$ cat config.mk
export PLATFORM = sky130hd
export DESIGN_NAME = startup_pulse_seq
export DESIGN_NICKNAME = d
export VERILOG_FILES = /design/src/rtl/startup_seq_pkg.sv /design/src/rtl/seq_count_clamp.sv /design/src/rtl/seq_step_timer.sv /design/src/rtl/startup_pulse_seq.sv
export SDC_FILE = /design/constraint.sdc
export NUM_CORES = 1
export LEC_CHECK = 0
export BUFFER_PORTS_ARGS = -buffer_cell sky130_fd_sc_hd__buf_2
export CAP_MARGIN = 20
export CORE_MARGIN = 3
export CORE_UTILIZATION = 55
export DETAILED_ROUTE_END_ITERATION = 6
export PLACE_DENSITY = 0.87
export SYNTH_ARGS = -nofsm -noshare
export SYNTH_HDL_FRONTEND = slang
export SYNTH_SLANG_ARGS = --single-unit
$ cat constraint.sdc
create_clock -name clk -period 3.8 [get_ports clk]
set_clock_uncertainty 0.1 [all_clocks]
set_input_delay 0.19 -clock clk [delete_from_list [all_inputs] [get_ports clk]]
set_output_delay 0.19 -clock clk [all_outputs]
set_load 0.01 [all_outputs]
$ cat src/rtl/startup_seq_pkg.sv
package startup_seq_pkg;

  typedef enum logic [2:0] {
    ST_IDLE,
    ST_BOOT_ON,
    ST_BOOT_GAP,
    ST_CLR_ON,
    ST_CLR_GAP,
    ST_RUN
  } seq_state_t;

  // fault-clearing groups, in the order they are pulsed
  localparam int CLR_STEPS = 3;
  localparam int STEP_BRK  = 0;
  localparam int STEP_LO   = 1;
  localparam int STEP_HI   = 2;

endpackage

$ cat src/rtl/seq_count_clamp.sv
module seq_count_clamp #(
  parameter int CNT_W      = 9,
  parameter int MIN_PULSES = 10,
  parameter int MAX_PULSES = 500
) (
  input  logic [CNT_W-1:0] raw,
  output logic [CNT_W-1:0] clamped
);
  localparam logic [CNT_W-1:0] LO_LIM = CNT_W'(MIN_PULSES);
  localparam logic [CNT_W-1:0] HI_LIM = CNT_W'(MAX_PULSES);

  always_comb begin
    if (raw < LO_LIM)      clamped = LO_LIM;
    else if (raw > HI_LIM) clamped = HI_LIM;
    else                   clamped = raw;
  end
endmodule

$ cat src/rtl/seq_step_timer.sv
module seq_step_timer #(
  parameter int W = 8
) (
  input  logic         clk,
  input  logic         rst,
  input  logic         load,
  input  logic [W-1:0] load_val,
  output logic         done
);
  logic [W-1:0] cnt_q;

  always_ff @(posedge clk) begin
    if (rst)              cnt_q <= '0;
    else if (load)        cnt_q <= load_val;
    else if (cnt_q != '0) cnt_q <= cnt_q - 1'b1;
  end

  assign done = (cnt_q == '0);
endmodule

$ cat src/rtl/startup_pulse_seq.sv
module startup_pulse_seq
  import startup_seq_pkg::*;
#(
  parameter int PULSE_CYC  = 2000,
  parameter int GAP_CYC    = 250,
  parameter int CNT_W      = 9,
  parameter int MIN_PULSES = 10,
  parameter int MAX_PULSES = 500
) (
  input  logic             clk,
  input  logic             rst,
  input  logic             start,
  input  logic [CNT_W-1:0] pulse_count,
  input  logic [2:0]       pwm_hi_n,
  input  logic [2:0]       pwm_lo_n,
  input  logic             pwm_brk_n,
  output logic [2:0]       cmd_hi_n,
  output logic [2:0]       cmd_lo_n,
  output logic             cmd_brk_n,
  output logic             ready
);
  localparam int TMAX = (PULSE_CYC > GAP_CYC) ? PULSE_CYC : GAP_CYC;
  localparam int TW   = $clog2(TMAX + 1);
  localparam logic [TW-1:0] PW_LD  = TW'(PULSE_CYC - 1);
  localparam logic [TW-1:0] GAP_LD = TW'(GAP_CYC - 1);

  seq_state_t       state_q, state_d;
  logic [CNT_W-1:0] rem_q, rem_d, n_clamped;
  logic [1:0]       step_q, step_d;
  logic             tmr_load, tmr_done;
  logic [TW-1:0]    tmr_val;

  seq_count_clamp #(
    .CNT_W(CNT_W), .MIN_PULSES(MIN_PULSES), .MAX_PULSES(MAX_PULSES)
  ) u_clamp (
    .raw(pulse_count), .clamped(n_clamped)
  );

  seq_step_timer #(.W(TW)) u_timer (
    .clk(clk), .rst(rst), .load(tmr_load), .load_val(tmr_val), .done(tmr_done)
  );

  always_comb begin
    state_d  = state_q;
    rem_d    = rem_q;
    step_d   = step_q;
    tmr_load = 1'b0;
    tmr_val  = PW_LD;
    unique case (state_q)
      ST_IDLE: if (start) begin
        state_d  = ST_BOOT_ON;
        rem_d    = n_clamped;
        tmr_load = 1'b1;
      end
      ST_BOOT_ON: if (tmr_done) begin
        state_d  = ST_BOOT_GAP;
        rem_d    = rem_q - 1'b1;
        tmr_load = 1'b1;
        tmr_val  = GAP_LD;
      end
      ST_BOOT_GAP: if (tmr_done) begin
        tmr_load = 1'b1;
        if (rem_q == '0) begin
          state_d = ST_CLR_ON;
          step_d  = 2'(STEP_BRK);
        end else begin
          state_d = ST_BOOT_ON;
        end
      end
      ST_CLR_ON: if (tmr_done) begin
        state_d  = ST_CLR_GAP;
        tmr_load = 1'b1;
        tmr_val  = GAP_LD;
      end
      ST_CLR_GAP: if (tmr_done) begin
        if (step_q == 2'(CLR_STEPS - 1)) begin
          state_d = ST_RUN;
        end else begin
          state_d  = ST_CLR_ON;
          step_d   = step_q + 1'b1;
          tmr_load = 1'b1;
        end
      end
      default: ;
    endcase
  end

  always_ff @(posedge clk) begin
    if (rst) begin
      state_q <= ST_IDLE;
      rem_q   <= '0;
      step_q  <= '0;
    end else begin
      state_q <= state_d;
      rem_q   <= rem_d;
      step_q  <= step_d;
    end
  end

  // registered command outputs, derived from the current state
  always_ff @(posedge clk) begin
    if (rst) begin
      cmd_hi_n  <= '1;
      cmd_lo_n  <= '1;
      cmd_brk_n <= 1'b1;
      ready     <= 1'b0;
    end else if (state_q == ST_RUN) begin
      cmd_hi_n  <= pwm_hi_n;
      cmd_lo_n  <= pwm_lo_n;
      cmd_brk_n <= pwm_brk_n;
      ready     <= 1'b1;
    end else begin
      cmd_lo_n  <= (state_q == ST_BOOT_ON ||
                    (state_q == ST_CLR_ON && step_q == 2'(STEP_LO))) ? 3'b000 : 3'b111;
      cmd_hi_n  <= (state_q == ST_CLR_ON && step_q == 2'(STEP_HI)) ? 3'b000 : 3'b111;
      cmd_brk_n <= !(state_q == ST_CLR_ON && step_q == 2'(STEP_BRK));
      ready     <= 1'b0;
    end
  end

  // never both switches of one leg on while sequencing
  p_no_shoot_r6: assert property (@(posedge clk) disable iff (rst)
    !ready |-> ((~cmd_hi_n & ~cmd_lo_n) == 3'b000));

  // lower commands move as one group during the sequence
  p_lo_group_r3: assert property (@(posedge clk) disable iff (rst)
    !ready |-> (cmd_lo_n == 3'b000 || cmd_lo_n == 3'b111));

  // idle state keeps every command off
  p_idle_quiet_r2: assert property (@(posedge clk) disable iff (rst)
    (state_q == ST_IDLE) |=> (cmd_hi_n == 3'b111 && cmd_lo_n == 3'b111 && cmd_brk_n && !ready));

  // ready is sticky
  p_ready_hold_r8: assert property (@(posedge clk) disable iff (rst)
    ready |=> ready);

  // pass-through with one register of delay
  p_pass_r9: assert property (@(posedge clk) disable iff (rst)
    ready |=> (cmd_lo_n == $past(pwm_lo_n) && cmd_hi_n == $past(pwm_hi_n)
               && cmd_brk_n == $past(pwm_brk_n)));

  // brake never on together with a lower pulse during the sequence
  p_brk_alone_r7: assert property (@(posedge clk) disable iff (rst)
    (!ready && !cmd_brk_n) |-> (cmd_lo_n == 3'b111 && cmd_hi_n == 3'b111));

endmodule

==> results of run 1 <==
==> worst paths after layout <==
| path | depth (start not counted) | slack (ns) | start | endpoint |
|---|---|---|---|---|
| max | 4 | 1.37 | u_timer.cnt_q[3] | u_timer.cnt_q[10] |
| max reg2reg | 4 | 1.37 | u_timer.cnt_q[3] | u_timer.cnt_q[10] |
| min | 3 | 0.05 | pwm_hi_n[1] | cmd_hi_n[1] |
| min reg2reg | 2 | 0.39 | rem_q[7] | rem_q[7] |
==> power breakdown <==
group / switching, W / leakage (nW) / internal, W
logic: 0.000282 / 0.478 / 0.000188
registers: 0.0000816 / 0.271 / 0.000408
clock network: 0.000130 / 0.0585 / 0.000214
total: 0.000494 / 0.808 / 0.000810
==> cells by family after synthesis <==
family                     after synthesis
adders and majority gates                5
AOI/OAI and AO/OA                       89
xor gates and xnor gates                 2
and+or+nand+nor                         89
buffers and inverters                   31
muxes                                    2
DFF                                     33
==> synthesized netlist by cell type (3+ instances only) <==
library cell	count	area share (%)
nor3_1	11	2.7
o211ai_1	5	1.9
a31oi_1	3	0.93
nand3_1	4	0.99
o31a_1	3	1.3
ha_1	5	3.1
o21ai_0	18	4.5
nor4_1	5	1.6
or4b_2	3	1.5
a21oi_1	24	6.0
o311ai_0	4	1.7
a211oi_1	3	1.1
and2_1	4	1.2
dfxtp_1	33	33
inv_1	13	2.4
clkbuf_1	14	2.6
buf_6	3	1.7
nor2_1	16	3.0
o31ai_1	6	2.2
or3_1	6	1.9
nand2_1	13	2.4
nand2b_1	5	1.6
==> layout make-up <==
| cell class | instances | share of cell area, % |
|---|---|---|
| well taps | 46 | 2.577 |
| flip-flops and latches | 33 | 29.58 |
| clock buffers | 7 | 3.866 |
| repair buffers | 26 | 5.826 |
| inverters | 14 | 2.353 |
| multi-input cells | 187 | 54.45 |
| clock inverters | 1 | 1.345 |
==> state kept, by name, indices dropped and copies added (netlist names) <==
register and count:
cmd_brk_n 1, cmd_hi_n 3, cmd_lo_n 3, ready 1, rem_q 9, state_q 3
step_q 2, u_timer.cnt_q 11
==> metrics by stage <==
| step | instances | hold slack, ns | power, W | utilization [%] | instance area, um^2 |
|---|---|---|---|---|---|
| after global placement | 306 | 0.3277 | 0.0009437 | 61.50 | 2117 |
| after floorplan | 251 | 0.2333 | 0.0008746 | - | 2016 |
| after CTS | 314 | 0.04727 | 0.001301 | 64.89 | 2233 |
| final | 314 | 0.05295 | 0.001304 | 64.89 | 2233 |
| after global routing | 314 | 0.04622 | 0.001390 | 64.89 | 2233 |
| after detailed placement | 306 | 0.3511 | 0.0009529 | 61.50 | 2117 |
==> worst min-delay path, cell delays in order <==
cell,delay [ns]
buf_2,0.07
nor2_1,0.03
o21ai_0,0.11
==> metal layers <==
metal  GRT usage, %  share of wire, %
met1          29.91                44
met2          37.38                48
met3          5.734               6.5
met4          9.137               1.6
met5              0                 0
==> results.md, run 1 <==
- The core region is between 3000 and 4000 um^2.
- The global-route wire length before repair is between 7000 and 8000 um.
- The count of flip-flops with a built-in enable after synthesis is 0.
- The final critical path takes up 64.06% of the cycle.
- For the worst setup path, the data arrival time is 2.56 ns.
- Once detail routing completed, the nets flagged for antenna violations numbered 0.
- Setup repair after global routing left no endpoint under its margin.
- The final number of max-transition violations is 0.
- The die is around 67 um tall.
- The floorplan step defined a die boundary enclosing about 4400 um^2.
- From left edge to right edge, the die measures 66.54 um.
- After synthesis, the largest family of logic cells by area is compound AO/OA/AOI/OAI gates.
- Synthesis inferred 33 register bits.
- The hold-fix buffer count after cts is 0.
- The number of buffers created by CTS is 5.
- Measured against its own limit, the worst slew margin works out to about 42%.
- Adding up every negative setup slack in the final design gives 0 ns.
- The HPWL after detailed placement is between 3000 and 4000 um.
- The cell at the root of the clock tree is clkbuf_8.
- The run finished with clean final reports.
- The via count of the first global-routing pass is around 1700.
- The pre-antenna-repair detailed-routing pass consisted of 4 iterations.
- The largest net degree at the start of global routing is 25.
- The worst-case clock buffer depth is 2.
- The number of cells produced by synthesis is between 200 and 300.
- From synthesis to final layout, the design area changed by 10.80%.
- The later pin in the worst-skew pair is clocked with a latency of 0.29 ns.
- The area occupied by multi-input gates is 1216 um^2.
- The buffering stage count on the worst path with inverters included is 0.
- OpenSTA, run right after detailed placement, puts the worst setup slack at about 1.4 ns.
- Across the VDD grid, the largest voltage drop is roughly 210 uV.
- The async set or reset register ratio after synthesis is 0%.
- The detailed-route DRC error count is 0.
- At the pin with the least slew margin, the transition time is about 0.86 ns.
- The worst setup path is launched from a register.
- The number of H-tree levels is 2.
- In the final routed layout, each cell accounts on average for between 15 and 20 um.
- In this run the cell area of the synthesized design comes to around 2000 um^2.
- The first-iteration detailed-routing DRC count is between 200 and 250.
- Setup violations remaining at the end of the flow were counted as 0.
- Using the TritonRoute via totals, the vias-per-cell ratio works out to 6.360.
- The post-layout worst setup margin is about 1.4 ns.
- The sort of element at the end of the critical path is a register.
- The path type of the worst setup path is register to register.
- The number of post-CTS setup repair buffers is 0.
- The count of buffers inserted at the top-level ports is 26.
- The final critical-path required period is roughly 2.4 ns.
- Across the run, the number of max-cap violations was 0.
- Summed over all layers, the routed wires come to roughly 4800 um.
- The sequential area share after synthesis is between 30% and 40%.
- Across every metal layer, demand over resource in global routing totals between 20% and 30%.
- The total inserted antenna cells is 0.
- The number of nets in the synthesized netlist is about 280.
- Detailed routing inserted a total of around 2000 vias.
- The portion of synthesized area spent on multiplexers is less than 1%.
- For this design, the slowest cell found on the critical path is nor4_2.
- The most common cell after layout, fill and taps aside is dfxtp_1.
- The number of unique standard cell types used by synthesis is 58.
- Based on the critical path, the design can be clocked at up to just over 0.4 GHz.
- The CTS tree is yes.
- The starting density of the core is between 50% and 60%.
- The top flip-flop cell by instance count after synthesis is dfxtp_1.
- Of the total synthesized cell area, the portion taken by AND, OR, NAND and NOR gates is 25.76%.
- The register cell area after layout is between 600 and 700 um^2.
- Dividing total power by cell area gives a power density of about 600 nW/um^2.
- The number of cell rows is 21.
- The highest fanout seen on the critical path is 10.
- For this run, the slowest stage of the critical path takes ~0.78 ns.
- In the final layout, the share of cells above drive strength 1 is ~17%.
- The number of hold violations in the final report is 0.
- The clock net sink count is 33.
- The congestion estimate from routability-driven global placement came to 0.8651.
- A synthesized cell averages ~8 um^2.
- Leaving out fill and tap cells, the most frequent cells in the layout are dfxtp_1, buf_2, a21oi_1, o21ai_0, nor2_1.
- The number of antenna violations at the first check in global routing is 0.
- The post-synthesis adder-cell area fraction is a little over 3%.
- Summing the areas of all compound-gate instances in the mapped netlist gives around 30% of the synthesized area.
- The number of top-level design ports is 27.
- The static leakage is around 0.81 nW.
- The number of gates given a new drive strength after cts is 0.
- The xor and xnor area share after synthesis is 0.8690%.
- The required arrival time at the worst endpoint is 3.92 ns.
- The final net count is roughly 290.
- The class of the tightest hold or removal check is input pin to register.
- The count of yosys warnings during synthesis is 0.
- After filler insertion, the fill cell instance count of the layout stands at about 310.
- The global-route congestion overflow total is 0.
- Walking the worst path, the cells encountered are or4_4 -> nor4_2 -> o211ai_1 -> a21oi_1.
- In this design, the largest share of critical-path delay is due to simple AND/OR/NAND/NOR gates.
- The clock transition time at the flip-flop clock pins of the worst setup and hold paths is about 0.07 ns.
No activity file was read; power rests on OpenSTA's default activity.
==> run 2, diff against run 1 <==
==> constraint.sdc (replaced) <==
create_clock -name clk -period 2.3 [get_ports clk]
set_clock_uncertainty 0.1 [all_clocks]
set_input_delay 0.115 -clock clk [delete_from_list [all_inputs] [get_ports clk]]
set_output_delay 0.115 -clock clk [all_outputs]
set_load 0.01 [all_outputs]
==> run 2 against run 1 <==
  * Worst setup slack worse by 1.2 ns
  * Sequential share of layout area shrank 1.2 points
  * Largest power group is now combinational cells
  * Highest routed layer unchanged
  * Total power rose by 65%
  * Critical path depth grew 1
  * First-iteration DRC count increased by 6.9%
  * Wire length grew 10%
  * Critical path type unchanged
  * Non-clock buffer count grew 16
  * Sequential cell count unchanged
  * Final cell count rose by 5.1%
  * Clock power increased by 27%
==> results.md, run 2 (synthesis results as in run 1) <==
- The register with the most flip-flops is u_timer.cnt_q.
- The number of post-CTS setup repair buffers is 0.
- The number of cell rows is 21.
- In this run the tightest slew margin relative to its limit is 66.04%.
- The CTS tree is yes.
- The internal power of the cells totals between 0.001 and 0.0015 W.
- The fraction of layout instances using a drive strength above 1 is 21.48%.
- The worst-skew pair later-pin latency is between 0.2 and 0.3 ns.
- Data on the critical path is required at its endpoint by 2.35 ns.
- The count of final setup violators is 0.
- Leaving out fill and tap cells, the most frequent cell in the layout is dfxtp_1.
- The logic gate share of total power is between 40 and 50%.
- Measured in cells, the most critical reg-to-reg path has a length of 5.
- The worst setup path is launched from a register.
- The worst hold path passes through 3 cells.
- The static leakage is roughly 0.87 nW.
- The first global-routing pass estimated around 8500 um of wire.
- The worst hold path belongs to the class input pin to register.
- After detailed routing, the number of remaining DRC violations is 0.
- For the worst setup path, the data arrival time is between 2 and 2.5 ns.
- The final critical path takes up approximately 94% of the cycle.
- Across all setup checks in the final design, the least slack found is between 0.1 and 0.15 ns.
- The first-iteration detailed-routing DRC count is around 250.
- For the pin with the worst max-slew slack, the measured transition is 0.5040 ns.
- The worst register-to-register path has a setup slack of 0.14 ns.
- The global-route congestion overflow total is 0.
- The final number of max-transition violations was 0.
- The flow ran to the end, and the final reports show no timing, DRC or antenna violations.
- The die height is about 67 um.
- The worst reg2reg path startpoint is u_timer.cnt_q[4].
- The clock group share of total power is slightly above 20%.
- The largest registers in the layout are u_timer.cnt_q x11, rem_q x9.
- Dividing the detail-routed wire length by the instance count gives ~16 um.
- The total vias in the final route is ~2100.
- The setup path with the least slack is of type register to register.
- The max-cap check violation count is 0.
- The detail route stage leaves a number of antenna-violating nets equal to 0.
- The number of top-level design ports is 27.
- The final critical-path required period is between 2 and 2.5 ns.
- The number of antenna violations at the first check in global routing was 0.
- The number of hold violations in the final report is 0.
- The width of the die is 66.54 um.
- Entering global routing, the biggest net connects 24 pins.
- The sum of routed wire length over all layers is about 5300 um.
- The achievable clock frequency is 0.4636 GHz.
- The region available for standard cell placement spans ~3400 um^2.
- The starting density of the core is slightly below 60%.
- Of the total power, registers draw between 30% and 40%.
- Dividing the detail-routed via count by the number of cells gives 6.376.
- The clock transition time at the flip-flop clock pins of the worst setup and hold paths is ~0.070 ns.
- The H-tree was split into 2 levels.
- The HPWL after detailed placement is roughly 3700 um.
- The die covers 4428 um^2.
- The start point of the worst hold path is pwm_lo_n[0].
- CTS placed an instance of clkbuf_8 at the clock tree root.
- In the layout the commonest cells are dfxtp_1, buf_2, a21oi_1, o21ai_0, nor2_1.
- The global-route total usage across every layer is 24.94%.
- The net count of the finished layout is 307.
- The repair_antennas step left the layout with diodes totalling 0.
- Buffers inserted during clock tree synthesis total 5.
- Across the VDD grid, the largest voltage drop is around 340 uV.
- The post-placement worst setup slack is around 0.14 ns.
- Along the worst path, the maximum fanout reaches 7.
- For this design the total switching power over the nets is around 0.00087 W.
- The share of total power consumed by net switching is between 40% and 50%.
- Power spread over the standard cell area amounts to between 900 and 1000 nW/um^2.
- The sort of element at the end of the critical path is a register.
- Setup repair after global routing left no endpoint under its margin.
- The flip-flop count of the largest register after layout is 11.
- The worst register-to-register path ends at u_timer.cnt_q[2].
- The number of optimization iterations in the first detailed-route pass is 4.
- The worst min-delay path endpoint is cmd_lo_n[0].
- Summed over all failing endpoints, the final setup total negative slack is 0 ns.
- The via count of the first global-routing pass is 1945.
- Buffers placed on the I/O ports in this run total 26.
- No sink is reached through more buffers than the 2 on the longest clock path.
- The clock net sink count is 33.
- The congestion estimate from routability-driven global placement came to about 0.87.
- The layout-stage area growth over the synthesis result is 15.52%.
## run 2: changes by cell type in the layout (fill, tap and decap cells not counted), sizes merged
| cell | before | now |
|---|---|---|
| buf | 26 | 40 |
| clkbuf | 7 | 5 |
| clkinv | 1 | 3 |
| bufinv | 1 | 0 |
| dlygate4sd3 | 0 | 2 |
| clkinvlp | 0 | 1 |
## run 2: what timing repair did
item                       CTS  global route
gates resized for setup      0             2
hold buffers                 2             0
setup endpoints to repair    0             2
hold endpoints to repair     2             0
## run 2: cell type report
class / count / area (um^2)
Fill cell: 280 / 1114
Inverter: 14 / 52.55
Multi-Input combinational cell: 187 / 1216
Tap cell: 46 / 57.56
Clock buffer: 5 / 68.82
Sequential cell: 33 / 660.6
Timing Repair Buffer: 42 / 255.2
Clock inverter: 3 / 17.52
## run 2: worst max-delay path by stage
| stage | cells past startpoint | from | to |
|---|---|---|---|
| detailed placement | 6 | rem_q[0] | step_q[1] |
| global placement | 6 | rem_q[0] | step_q[1] |
| finish | 5 | u_timer.cnt_q[4] | u_timer.cnt_q[2] |
| CTS | 6 | rem_q[0] | step_q[1] |
| global route | 6 | rem_q[0] | step_q[0] |
| floorplan | 7 | u_timer.cnt_q[3] | rem_q[5] |
## run 2: per-stage QoR
stage / total power [W] / utilization [%] / instances / hold slack, ns / cell area (um^2)
after global placement: 0.001662 / 64.56 / 320 / 0.2466 / 2222
final: 0.002150 / 67.65 / 330 / 0.004005 / 2328
after CTS: 0.002122 / 67.65 / 330 / 0.007108 / 2328
after detailed placement: 0.001689 / 64.56 / 320 / 0.2568 / 2222
after floorplan: 0.001447 / - / 251 / 0.1583 / 2016
after global routing: 0.002282 / 67.65 / 330 / 0.02498 / 2328
## run 2: power by group through the flow
stage / Sequential [W] / Clock, W / Combinational, W
after CTS: 0.000786 / 0.000431 / 0.000906
after detailed placement: 0.000797 / 0 / 0.000892
after floorplan: 0.000757 / 0 / 0.000689
final: 0.000790 / 0.000436 / 0.000924
after global routing: 0.000804 / 0.000466 / 0.00101
after global placement: 0.000790 / 0 / 0.000871
## run 2: worst max-delay path, cell delays in order (launching register included)
cell and delay, ns:
dfxtp_1 0.36, or4_4 0.54, buf_4 0.18, or4_1 0.51
o211ai_1 0.19, a31oi_1 0.14
## run 2: metal layers
metal	vias to the layer above	share of wire [%]	GRT usage (%)	routed length, um
li1	1016	-	-	-
met1	959	43	30.76	2250
met2	106	47	39.98	2468
met3	23	7.1	5.565	375
met4	0	3.4	13.45	178
met5	-	0	0	0
==> run 3, diff against run 2 <==
==> constraint.sdc (replaced) <==
create_clock -name clk -period 2.4 [get_ports clk]
set_clock_uncertainty 0.1 [all_clocks]
set_input_delay 0.12 -clock clk [delete_from_list [all_inputs] [get_ports clk]]
set_output_delay 0.12 -clock clk [all_outputs]
set_load 0.01 [all_outputs]
==> run 3 against run 2 <==
  * Hold slack better by 0.014 ns
  * Cell area is 0.21% lower
  * Total power is 2.0% higher
  * Clock power is 43% higher
  * Count of clock-buffer cells in the layout stayed put
  * Utilization is 0.15 points lower
  * Wire length is 4.9% lower
  * Register-to-register slack worse by 0.04 ns
  * Sequential cell count stayed put
  * Largest power group unchanged
==> results.md, run 3 (synthesis results as in run 1) <==
- Setup repair after global routing left no endpoint under its margin.
- The starting density of the core is roughly three fifths.
- Walking the worst path, the cells encountered are or4_4 -> or4_4 -> o311ai_0 -> a21oi_1.
- Routability-driven placement finished with a final weighted congestion of 0.8521.
- In this run the power density over the cells is 944.1 nW/um^2.
- The logic gate share of total power is between 30% and 40%.
- For this run, the post-layout net count is 300.
- The worst endpoint data arrival time is ~2.4 ns.
- The final number of max-transition violations is 0.
- The net switching power of the design is 0.0008052 W.
- After detailed routing, the average wire length per cell comes to approximately 16 um.
- The total internal power is roughly 0.0014 W.
- The first-iteration detailed-routing DRC count is approximately 280.
- At the placement stage, the worst setup path has a slack of 0.1006 ns.
- After clock tree synthesis, the clock-pin slew on the worst setup and hold paths is 0.08 ns.
- The largest registers in the layout are u_timer.cnt_q x11, rem_q x9.
- Counting flops per register, the top entry is u_timer.cnt_q.
- The design draws approximately 0.0022 W.
- The die height is 66.54 um.
- The sort of element at the end of the critical path is a register.
- The tightest hold path in the finished design has a slack of 0.01777 ns.
- The number of hold violations in the final report was 0.
- The worst-skew pair later-pin latency is a little under 0.3 ns.
- The worst max-slew margin expressed relative to the limit is 63.04%.
- The clock group share of total power is ~28%.
- Summed over all cells, the static leakage comes to approximately 0.86 nW.
- Measured in cells, the most critical reg-to-reg path has a length of 4.
- Dividing the detail-routed via count by the number of cells gives between 6 and 7.
- The total overflow left after global routing is 0.
- The routed design has ~5000 um of wire.
- Among the stages of the critical path, the cell type that occurs most often is or4_4.
- In the post-route analysis, the smallest setup slack over all paths is roughly 0.1 ns.
- The number of antenna violations at the first check in global routing came to 0.
- The post-route antenna net violation count is 0.
- Global routing consumed, over all layers together, 24.39% of the routing resources.
- The flow ran to the end, and the final reports show no timing, DRC or antenna violations.
- The via count of the first global-routing pass is about 1800.
- The slew at the pin closest to its max-slew limit is 0.5507 ns.
- For the final routed database, the setup TNS stands at 0 ns.
- The total vias in the final route is 2073.
- The detailed-route DRC error count is 0.
- In this run the deepest clock path goes through 2 buffers.
- In this run the clock root is driven by a clkbuf_8.
- The placeable core region is around 3400 um^2.
- The number of buffers created by CTS is 5.
- The flip-flop count of the largest register after layout is 11.
- The cell area after placement is 2170 um^2.
- The number of antenna diodes in the final layout is 0.
- The worst reg2reg path startpoint is u_timer.cnt_q[3].
- The top cell types in the final layout, fill and taps aside, are dfxtp_1, buf_2, a21oi_1, o21ai_0, nor2_1.
- The count of buffers inserted at the top-level ports is 26.
- The HPWL after detailed placement is 3546 um.
- The worst setup path is launched from a register.
- The width of the die is around 67 um.
- VDD sags by at most 429.0 uV.
- The layout-stage area growth over the synthesis result is 15.27%.
- Setup violations remaining at the end of the flow were counted as 0.
- The stage delay of the slowest cell on the critical path is 0.63 ns.
- Cells with a size suffix above 1 make up approximately a fifth of the layout.
- The slowest stage cell on the critical path is or4_4.
- The register-to-register path setup slack is about 0.1 ns.
- The die covers roughly 4400 um^2.
- The number of top-level design ports is 27.
- The share of total power dissipated in sequential elements is between 30% and 40%.
- Of the available clock period, the critical path in the final layout requires 95.90%.
- The summed area of non-filler cells in the final layout is 2323 um^2.
- Tracing the worst setup path back leads to its startpoint at u_timer.cnt_q[3].
- The achievable clock frequency is 0.4345 GHz.
- The path class of the tightest hold or removal check is input pin to register.
- The path type of the worst setup path is register to register.
- The endpoint identified for the worst register-to-register timing path is rem_q[4].
- The end point of the critical path is rem_q[4].
- TritonCTS built the clock tree.
- The largest net degree at the start of global routing is 25.
- The number of cell rows is 21.
- Of all nets on the critical path, the largest fanout is 9.
- For the worst setup path, the data required time is ~2.5 ns.
- The clock net sink count is 33.
- The tool flagged a number of max-cap violations equal to 0.
- The final critical-path required period is ~2.3 ns.
- The number of optimization iterations in the first detailed-route pass is 4.
- The first global-routing pass estimated between 8000 and 9000 um of wire.
- The clock tree synthesis step divided the H-tree into 2 levels.
- In this run switching power makes up 36.70% of total power.
- Leaving out fill and tap cells, the most frequent cell in the layout is dfxtp_1.
## run 3: changes by cell type in the layout (fill, tap and decap cells not counted)
cell	before	now
buf_4	14	7
bufinv_16	0	2
clkinv_2	2	1
clkinvlp_4	1	0
o311ai_0	1	3
o311ai_1	4	2
## run 3: what timing repair did
item | in CTS | in global routing
hold buffers | 2 | 0
endpoints found under the setup margin | 0 | 1
hold endpoints to repair | 2 | 0
setup buffers | 0 | 0
gates resized for setup | 0 | 1
## run 3: worst max-delay path, delay by kind of cell, from the launching register on
kind / cells / cell delay, ns
AO/OA/AOI/OAI: 2 / 0.45
flip-flops: 1 / 0.38
AND/OR/NAND/NOR: 2 / 1.24
## run 3: worst min-delay path by stage
stage | startpoint | endpoint | slack (ns) | depth (start not counted)
CTS | pwm_lo_n[2] | cmd_lo_n[2] | 0.01 | 3
finish | pwm_lo_n[0] | cmd_lo_n[0] | 0.02 | 3
global route | pwm_hi_n[1] | cmd_hi_n[1] | 0.03 | 3
floorplan | pwm_brk_n | cmd_brk_n | 0.16 | 2
global placement | pwm_brk_n | cmd_brk_n | 0.25 | 3
detailed placement | pwm_brk_n | cmd_brk_n | 0.27 | 3
## run 3: cell type report
class / count / area (um^2)
multi-input cells: 187 / 1216
inverters: 14 / 52.55
fillers: 288 / 1119
clock buffers: 5 / 68.82
repair buffers: 35 / 202.7
flip-flops and latches: 33 / 660.6
clock inverters: 3 / 65.06
well taps: 46 / 57.56
## run 3: stage by stage
step           utilization (%)  std cells
3_5_place_dp             63.03        313
4_1_cts                  67.50        323
2_1_floorplan                -        251
5_1_grt                  67.50        323
6_report                 67.50        323
3_3_place_gp             63.03        313
## run 3: metal layers
metal | up-vias | global-route usage [%] | wire length (um)
met4 | 0 | 8.122 | 78
met1 | 962 | 31.42 | 2166
met3 | 10 | 5.734 | 350
li1 | 1001 | - | -
met2 | 100 | 39.73 | 2419
met5 | - | 0 | 0
## run 3: power by group through the flow
| stage | Combinational, W | Clock [W] | Sequential, W |
|---|---|---|---|
| final | 0.000803 | 0.000624 | 0.000766 |
| after CTS | 0.000789 | 0.000628 | 0.000763 |
| after global placement | 0.000760 | 0 | 0.000769 |
| after detailed placement | 0.000775 | 0 | 0.000775 |
| after floorplan | 0.000659 | 0 | 0.000725 |
| after global routing | 0.000889 | 0.000656 | 0.000786 |
